### config.mk
export PLATFORM = sky130hd
export DESIGN_NAME = pll_ramp_seq
export DESIGN_NICKNAME = d
export VERILOG_FILES = /design/src/rtl/pll_ramp_pkg.sv /design/src/rtl/ramp_dwell_timer.sv /design/src/rtl/ramp_stage_fsm.sv /design/src/rtl/ramp_div_map.sv /design/src/rtl/pll_ramp_seq.sv
export SDC_FILE = /design/constraint.sdc
export NUM_CORES = 1
export LEC_CHECK = 0
export BUFFER_PORTS_ARGS = -buffer_cell sky130_fd_sc_hd__buf_4
export CORE_UTILIZATION = 45
export CTS_CLUSTER_DIAMETER = 100
export DETAILED_ROUTE_END_ITERATION = 6
export GPL_TIMING_DRIVEN = 0
export MAX_ROUTING_LAYER = met4
export SETUP_SLACK_MARGIN = 0.5
export SYNTH_ARGS = -nofsm -noshare
export SYNTH_HDL_FRONTEND = slang
export SYNTH_SLANG_ARGS = --single-unit
export TNS_END_PERCENT = 20
### constraint.sdc
create_clock -name clk -period 4.3 [get_ports clk]
set_clock_uncertainty 0.1 [all_clocks]
set_input_delay 0.215 -clock clk [delete_from_list [all_inputs] [get_ports clk]]
set_output_delay 0.215 -clock clk [all_outputs]
set_load 0.005 [all_outputs]
### src/rtl/pll_ramp_pkg.sv
// Package: pll_ramp_pkg
// Holds the types shared by the ramp sequencer modules: the divider code
// put out to the clock datapath, and the sequencer state.
// Assumes three reduced stages ahead of the full-frequency stage.
package pll_ramp_pkg;

    localparam int NSTAGE = 3;
    localparam int IDX_W  = $clog2(NSTAGE);

    typedef enum logic [2:0] {
        DIV_BYPASS = 3'd0,
        DIV_8      = 3'd1,
        DIV_4      = 3'd2,
        DIV_2      = 3'd3,
        DIV_1P5    = 3'd4,
        DIV_FULL   = 3'd5
    } div_code_e;

    typedef enum logic [1:0] {
        ST_IDLE = 2'd0,
        ST_RAMP = 2'd1,
        ST_FULL = 2'd2
    } ramp_st_e;

endpackage

### src/rtl/ramp_dwell_timer.sv
// Module: ramp_dwell_timer
// Counts accepted reference ticks within one ramp stage and flags the tick
// that ends the stage. Dwell is 2^(c+1) ticks for codes below the top code,
// and the top code doubles the last step (512 for a 3-bit code).
// Assumes rate_sel stays stable while run is high (the FSM holds it).
module ramp_dwell_timer #(
    parameter int RATE_W = 3
) (
    input  logic              clk,
    input  logic              rst_n,
    input  logic              clear,
    input  logic              run,
    input  logic              tick,
    input  logic [RATE_W-1:0] rate_sel,
    output logic              expire
);
    localparam int NCODE = 1 << RATE_W;
    localparam int MAXD  = 1 << (NCODE + 1);
    localparam int CNT_W = $clog2(MAXD);

    logic [CNT_W-1:0] term_tab [NCODE];
    logic [CNT_W-1:0] cnt_q;

    // Build the terminal count (dwell minus one) for each rate code.
    for (genvar g = 0; g < NCODE; g++) begin : g_term
        localparam int DWELL = (g == NCODE - 1) ? (1 << (g + 2)) : (1 << (g + 1));
        assign term_tab[g] = CNT_W'(DWELL - 1);
    end

    // Flag the accepted tick that completes the current stage.
    always_comb begin
        expire = run && tick && (cnt_q == term_tab[rate_sel]);
    end

    // Advance on accepted ticks; wrap at stage end; clear outside a ramp.
    always_ff @(posedge clk) begin
        if (!rst_n) begin
            cnt_q <= '0;
        end else if (clear || expire) begin
            cnt_q <= '0;
        end else if (run && tick) begin
            cnt_q <= cnt_q + 1'b1;
        end
    end


    cnt_in_window_chk: assert property (@(posedge clk) disable iff (!rst_n)
        run |-> (cnt_q <= term_tab[rate_sel]));


    cnt_cleared_chk: assert property (@(posedge clk) disable iff (!rst_n)
        clear |=> (cnt_q == '0));

endmodule

### src/rtl/ramp_stage_fsm.sv
// Module: ramp_stage_fsm
// Sequences bypass, the reduced stages and the full stage. It captures the
// level and rate fields on the start edge and holds them for the whole ramp.
// Assumes lock_req low means bypass; a low lock_req overrides every state.
module ramp_stage_fsm
    import pll_ramp_pkg::*;
#(
    parameter int LEVEL_W = 2,
    parameter int RATE_W  = 3
) (
    input  logic               clk,
    input  logic               rst_n,
    input  logic               lock_req,
    input  logic [LEVEL_W-1:0] level_in,
    input  logic [RATE_W-1:0]  rate_in,
    input  logic               expire,
    output ramp_st_e           st_q,
    output logic [IDX_W-1:0]   idx_q,
    output logic [LEVEL_W-1:0] lvl_q,
    output logic [RATE_W-1:0]  rate_q,
    output logic               run,
    output logic               clear,
    output logic               done_q
);
    logic ramp_en;

    // Decide whether the requested level has a ramp (codes 1 and 2 only).
    always_comb begin
        ramp_en = (level_in == LEVEL_W'(1)) || (level_in == LEVEL_W'(2));
    end

    // Tell the timer when to count and when to drop its count.
    always_comb begin
        run   = (st_q == ST_RAMP);
        clear = !lock_req || (st_q != ST_RAMP);
    end

    // Main state, stage index, captured fields and done pulse.
    always_ff @(posedge clk) begin
        if (!rst_n) begin
            st_q   <= ST_IDLE;
            idx_q  <= '0;
            lvl_q  <= '0;
            rate_q <= '0;
            done_q <= 1'b0;
        end else begin
            done_q <= 1'b0;
            if (!lock_req) begin
                st_q  <= ST_IDLE;
                idx_q <= '0;
            end else begin
                case (st_q)
                    ST_IDLE: begin
                        lvl_q  <= level_in;
                        rate_q <= rate_in;
                        idx_q  <= '0;
                        if (ramp_en) begin
                            st_q <= ST_RAMP;
                        end else begin
                            st_q   <= ST_FULL;
                            done_q <= 1'b1;
                        end
                    end
                    ST_RAMP: begin
                        if (expire) begin
                            if (idx_q == IDX_W'(NSTAGE - 1)) begin
                                st_q   <= ST_FULL;
                                done_q <= 1'b1;
                            end else begin
                                idx_q <= idx_q + 1'b1;
                            end
                        end
                    end
                    ST_FULL: begin
                        st_q <= ST_FULL;
                    end
                    default: begin
                        st_q <= ST_IDLE;
                    end
                endcase
            end
        end
    end


    stage_needs_tick_chk: assert property (@(posedge clk) disable iff (!rst_n)
        (st_q == ST_RAMP && lock_req && !expire) |=> (st_q == ST_RAMP && $stable(idx_q)));


    held_cfg_chk: assert property (@(posedge clk) disable iff (!rst_n)
        (st_q != ST_IDLE && lock_req) |=> ($stable(lvl_q) && $stable(rate_q)));


    full_holds_chk: assert property (@(posedge clk) disable iff (!rst_n)
        (st_q == ST_FULL && lock_req) |=> (st_q == ST_FULL));

endmodule

### src/rtl/ramp_div_map.sv
// Module: ramp_div_map
// Turns the sequencer state, the stage index and the captured level into
// the divider code. Level 1 runs /8,/4,/2 and level 2 runs /4,/2,/1.5.
// Assumes the index stays below NSTAGE while ramping.
module ramp_div_map
    import pll_ramp_pkg::*;
#(
    parameter int LEVEL_W = 2
) (
    input  ramp_st_e           st,
    input  logic [IDX_W-1:0]   idx,
    input  logic [LEVEL_W-1:0] lvl,
    output div_code_e          code
);
    // Select the divider code for the current stage.
    always_comb begin
        code = DIV_BYPASS;
        case (st)
            ST_FULL: code = DIV_FULL;
            ST_RAMP: begin
                if (lvl == LEVEL_W'(2)) begin
                    case (idx)
                        IDX_W'(0): code = DIV_4;
                        IDX_W'(1): code = DIV_2;
                        IDX_W'(2): code = DIV_1P5;
                        default:   code = DIV_BYPASS;
                    endcase
                end else begin
                    case (idx)
                        IDX_W'(0): code = DIV_8;
                        IDX_W'(1): code = DIV_4;
                        IDX_W'(2): code = DIV_2;
                        default:   code = DIV_BYPASS;
                    endcase
                end
            end
            default: code = DIV_BYPASS;
        endcase
    end
endmodule

### src/rtl/pll_ramp_seq.sv
// Module: pll_ramp_seq
// Top of the PLL output ramp sequencer. It ties the stage FSM, the dwell
// timer and the divider-code map together and registers the outputs.
// Assumes ref_tick is a one-cycle enable in the clk domain.
module pll_ramp_seq
    import pll_ramp_pkg::*;
#(
    parameter int LEVEL_W = 2,
    parameter int RATE_W  = 3
) (
    input  logic               clk,
    input  logic               rst_n,
    input  logic               lock_req,
    input  logic               ref_tick,
    input  logic [LEVEL_W-1:0] ramp_level,
    input  logic [RATE_W-1:0]  ramp_rate,
    output logic [2:0]         div_sel,
    output logic               lock_ok,
    output logic               ramp_done
);
    ramp_st_e           st;
    logic [IDX_W-1:0]   idx;
    logic [LEVEL_W-1:0] lvl;
    logic [RATE_W-1:0]  rate;
    logic               run;
    logic               clear;
    logic               expire;
    logic               done;
    div_code_e          code;

    ramp_stage_fsm #(.LEVEL_W(LEVEL_W), .RATE_W(RATE_W)) u_fsm (
        .clk      (clk),
        .rst_n    (rst_n),
        .lock_req (lock_req),
        .level_in (ramp_level),
        .rate_in  (ramp_rate),
        .expire   (expire),
        .st_q     (st),
        .idx_q    (idx),
        .lvl_q    (lvl),
        .rate_q   (rate),
        .run      (run),
        .clear    (clear),
        .done_q   (done)
    );

    ramp_dwell_timer #(.RATE_W(RATE_W)) u_timer (
        .clk      (clk),
        .rst_n    (rst_n),
        .clear    (clear),
        .run      (run),
        .tick     (ref_tick),
        .rate_sel (rate),
        .expire   (expire)
    );

    ramp_div_map #(.LEVEL_W(LEVEL_W)) u_map (
        .st   (st),
        .idx  (idx),
        .lvl  (lvl),
        .code (code)
    );

    // Drive the outputs from the registered state.
    always_comb begin
        div_sel   = code;
        lock_ok   = (st == ST_FULL);
        ramp_done = done;
    end


    bypass_on_drop_chk: assert property (@(posedge clk) disable iff (!rst_n)
        !lock_req |=> (div_sel == 3'(DIV_BYPASS) && !lock_ok));


    done_single_chk: assert property (@(posedge clk) disable iff (!rst_n)
        ramp_done |=> !ramp_done);


    done_with_lock_chk: assert property (@(posedge clk) disable iff (!rst_n)
        ramp_done |-> (lock_ok && div_sel == 3'(DIV_FULL)));


    lock_only_full_chk: assert property (@(posedge clk) disable iff (!rst_n)
        lock_ok |-> (div_sel == 3'(DIV_FULL)));

endmodule

==> results.md <==
- Run status: finished, final reports clean
- Setup total negative slack: 0 ns
- Highest clock rate: about 400 MHz
- Most frequently used flop master after synthesis: dfxtp_1
- Post-synthesis instance area: 1279 um^2
- Relative slew slack: 0.5341
- CTS tree: done
- CORE AREA: around 2600 um^2
- Number of iterations in the first detailed-routing pass: 4
- Max Cap Viol: 0
- Yosys warnings: 0
- Layout Area Growth over Synthesis: 12.13%
- Antenna violations before repair: 0
- IO Pins: 14
- Int Power: 0.2452 mW
- Net Count, Synth: 177
- Port buffer count: 12
- Part of the total power dissipated in the clock network: 0.270
- Total net switching power: between 0.09 and 0.1 mW
- Gates resized, CTS repair: 0
- Transition time at the pin with the least slew margin: between 0.6 and 0.7 ns
- Period utilization: 0.5812
- Count of endpoints failing setup in the final report: 0
- Clock-pin transition on the worst setup and hold timing paths: 0.12 ns
- Std cell rows: 18
- Mean instance size in the synthesized netlist: about 8 um^2
- Number of enable-type register cells in the synthesized netlist: 0
- Cts bufs inserted: 3
- Seq pwr share: 0.541
- CP Max Fanout: 9
- Number of vias per cell after detailed routing: 5.603
- Required time at the endpoint of the critical path: 4.37 ns
- Worst Path Arrival: roughly 2.6 ns
- Leakage power summed over all cells: 0.5356 nW
- Global Route Usage Sum: 0.1888
- Gate power share: 0.190
- Async set or reset register ratio after synthesis: 0
- First-iteration detailed-routing DRC count: 44
- RSZ-0062 raised after global routing: false
- CTS H-tree depth: 1
- Worst hold slack: 0.07077 ns
- Total Nets Final: a little under 200
- Total congestion overflow: 0
- Average detailed-routed wire length per instance: 13.24 um
- Die W: 55.31 um
- Endpoint class of the critical path: flip-flop
- Final hold vios: 0
- Root buffer cell: clkbuf_4
- Most common library cell in the layout ignoring fill and taps: dfxtp_1
- Layout cell share with drive strength beyond 1: 0.1379
- Number of remaining DRC errors: 0
- Final std cells w/o fill: 204
- Worst setup path start: u_fsm.st_q[1]
- Number of vias after detailed routing: 1143
- Total Wirelength: between 2000 and 3000 um
- Number of pins with negative max-slew slack in the final report: 0
- Worst r2r src: u_fsm.st_q[1]
- Cells after synthesis: between 150 and 200
- Total Die Area: 3059 um^2
- Fraction of the yosys area taken by sequential cells: 0.2975
- Post-CTS Setup Bufs: 0
- Maximum buffer depth of the clock tree: 2
- Antenna viol nets, final: 0
- Clk sink count: 19
- Starting utilization of the core area: 0.4937
- Unique masters post-synth: 39
- Most frequent cells in the layout: 19 x dfxtp_1, 18 x nor2_1, 17 x nand2_1
- Hold buffer count at cts: 0
- Number of global-route vias before repair: 1042
- Number of antenna cells inserted: 0
- First-pass GRT wire length: 4574 um
- Die Y: 55.31 um
- Type of the setup path with the least slack: flip-flop to flip-flop
- Flop and latch count out of synthesis: 19
- Placed wire-length estimate after detailed placement: 2036 um
- Placer congestion estimate: 0.7956
- Launch instance of the worst min-delay path: ramp_rate[0]
- HP Class: primary input to flip-flop
- Final critical-path required period: roughly 2.5 ns
- Share of total power consumed by net switching: 0.2882
- Placed insts: 200
- Power density of the placed cells: 240.2 nW/um^2
- Largest net degree at the start of global routing: 12
- Maximum vdd ir drop: 151.6 uV
- Clock insertion delay at the later pin of the skew report: 0.30 ns
- Crit start category: flip-flop
## cells in the mapped netlist, types with 2 or more instances
master | n | area (um^2)
dfxtp_1 | 19 | 380.4
nor2_1 | 18 | 67.56
nand2_1 | 17 | 63.81
nand3_1 | 13 | 65.06
ha_1 | 10 | 125.1
a21boi_0 | 7 | 52.55
clkbuf_1 | 5 | 18.77
inv_1 | 5 | 18.77
nor2b_1 | 5 | 31.28
xnor2_1 | 5 | 43.79
xor2_1 | 5 | 43.79
a21oi_1 | 4 | 20.02
mux2i_1 | 4 | 40.04
nand2b_1 | 3 | 18.77
nand4_1 | 3 | 18.77
o211ai_1 | 3 | 22.52
o21ai_0 | 3 | 15.01
and2_1 | 2 | 12.51
and4b_1 | 2 | 20.02
nor3_1 | 2 | 10.01
o21ai_1 | 2 | 10.01
o31ai_1 | 2 | 15.01
or3_1 | 2 | 12.51
or4_1 | 2 | 15.01
## through the flow
step | util | power (mW) | instance area, um^2 | worst slack, ns
CTS | 0.5536 | 0.3482 | 1434 | 1.814
finish | 0.5536 | 0.3445 | 1434 | 1.801
global route | 0.5536 | 0.3650 | 1434 | 1.588
floorplan | - | 0.2355 | 1279 | 2.310
detailed placement | 0.5430 | 0.2554 | 1406 | 1.837
global placement | 0.5430 | 0.2531 | 1406 | 1.881
## critical path, stage by stage (launching register included)
cell and delay [ns]:
dfxtp_1 0.36, inv_1 0.08, ha_1 0.14, clkbuf_1 0.29, nand3_1 0.17, a2111oi_2 0.31
o21ai_1 0.20, o21ai_1 0.59, nor2_1 0.11
## final cells by class
class,instances,area [um^2]
plain buffers,8,42.54
clock buffers,3,22.52
clock inverters,1,5.005
fillers,257,1156
inverters,5,18.77
multi-input cells,126,837.1
flip-flops and latches,19,380.4
well taps,30,37.54
repair buffers,12,90.09
## per-layer routing
layer  up-vias  global-route usage  routed length [um]
met5         -                   -                   0
met4         0             0.05714                  15
met3         2             0.02342                 110
met2        27              0.2771                1172
met1       532              0.2703                1401
li1        582                   -                   -
## cells by family after synthesis
kind of cell    after synthesis  share of synthesized area
simple gates                 72                     0.2789
fa+ha+maj                    10                    0.09785
mux                           4                    0.03131
buf+inv                      13                    0.04795
compound gates               30                     0.1781
flops                        19                     0.2975
xor+xnor                     10                    0.06849
## worst paths after layout
kind	to	slack, ns	depth (start not counted)
hold / removal	u_fsm.rate_q[0]	0.07	3
setup reg to reg	u_timer.cnt_q[0]	1.80	8
hold reg to reg	u_fsm.lvl_q[1]	0.36	2
setup / recovery	u_timer.cnt_q[0]	1.80	8
## power groups by stage
stage | Sequential (mW) | Combinational, mW | Clock [mW]
2_1_floorplan | 0.189 | 0.0464 | 0
3_3_place_gp | 0.190 | 0.0633 | 0
3_5_place_dp | 0.190 | 0.0651 | 0
4_1_cts | 0.186 | 0.0654 | 0.0965
5_1_grt | 0.187 | 0.0745 | 0.103
6_report | 0.186 | 0.0653 | 0.0929
## sequential cells by signal (all words and copies together), names as in the netlist
signal	count
u_fsm.rate_q	3
u_fsm.done_q	1
u_fsm.idx_q	2
u_fsm.st_q	2
u_timer.cnt_q	9
u_fsm.lvl_q	2
Power figures use the tool's default switching activity.
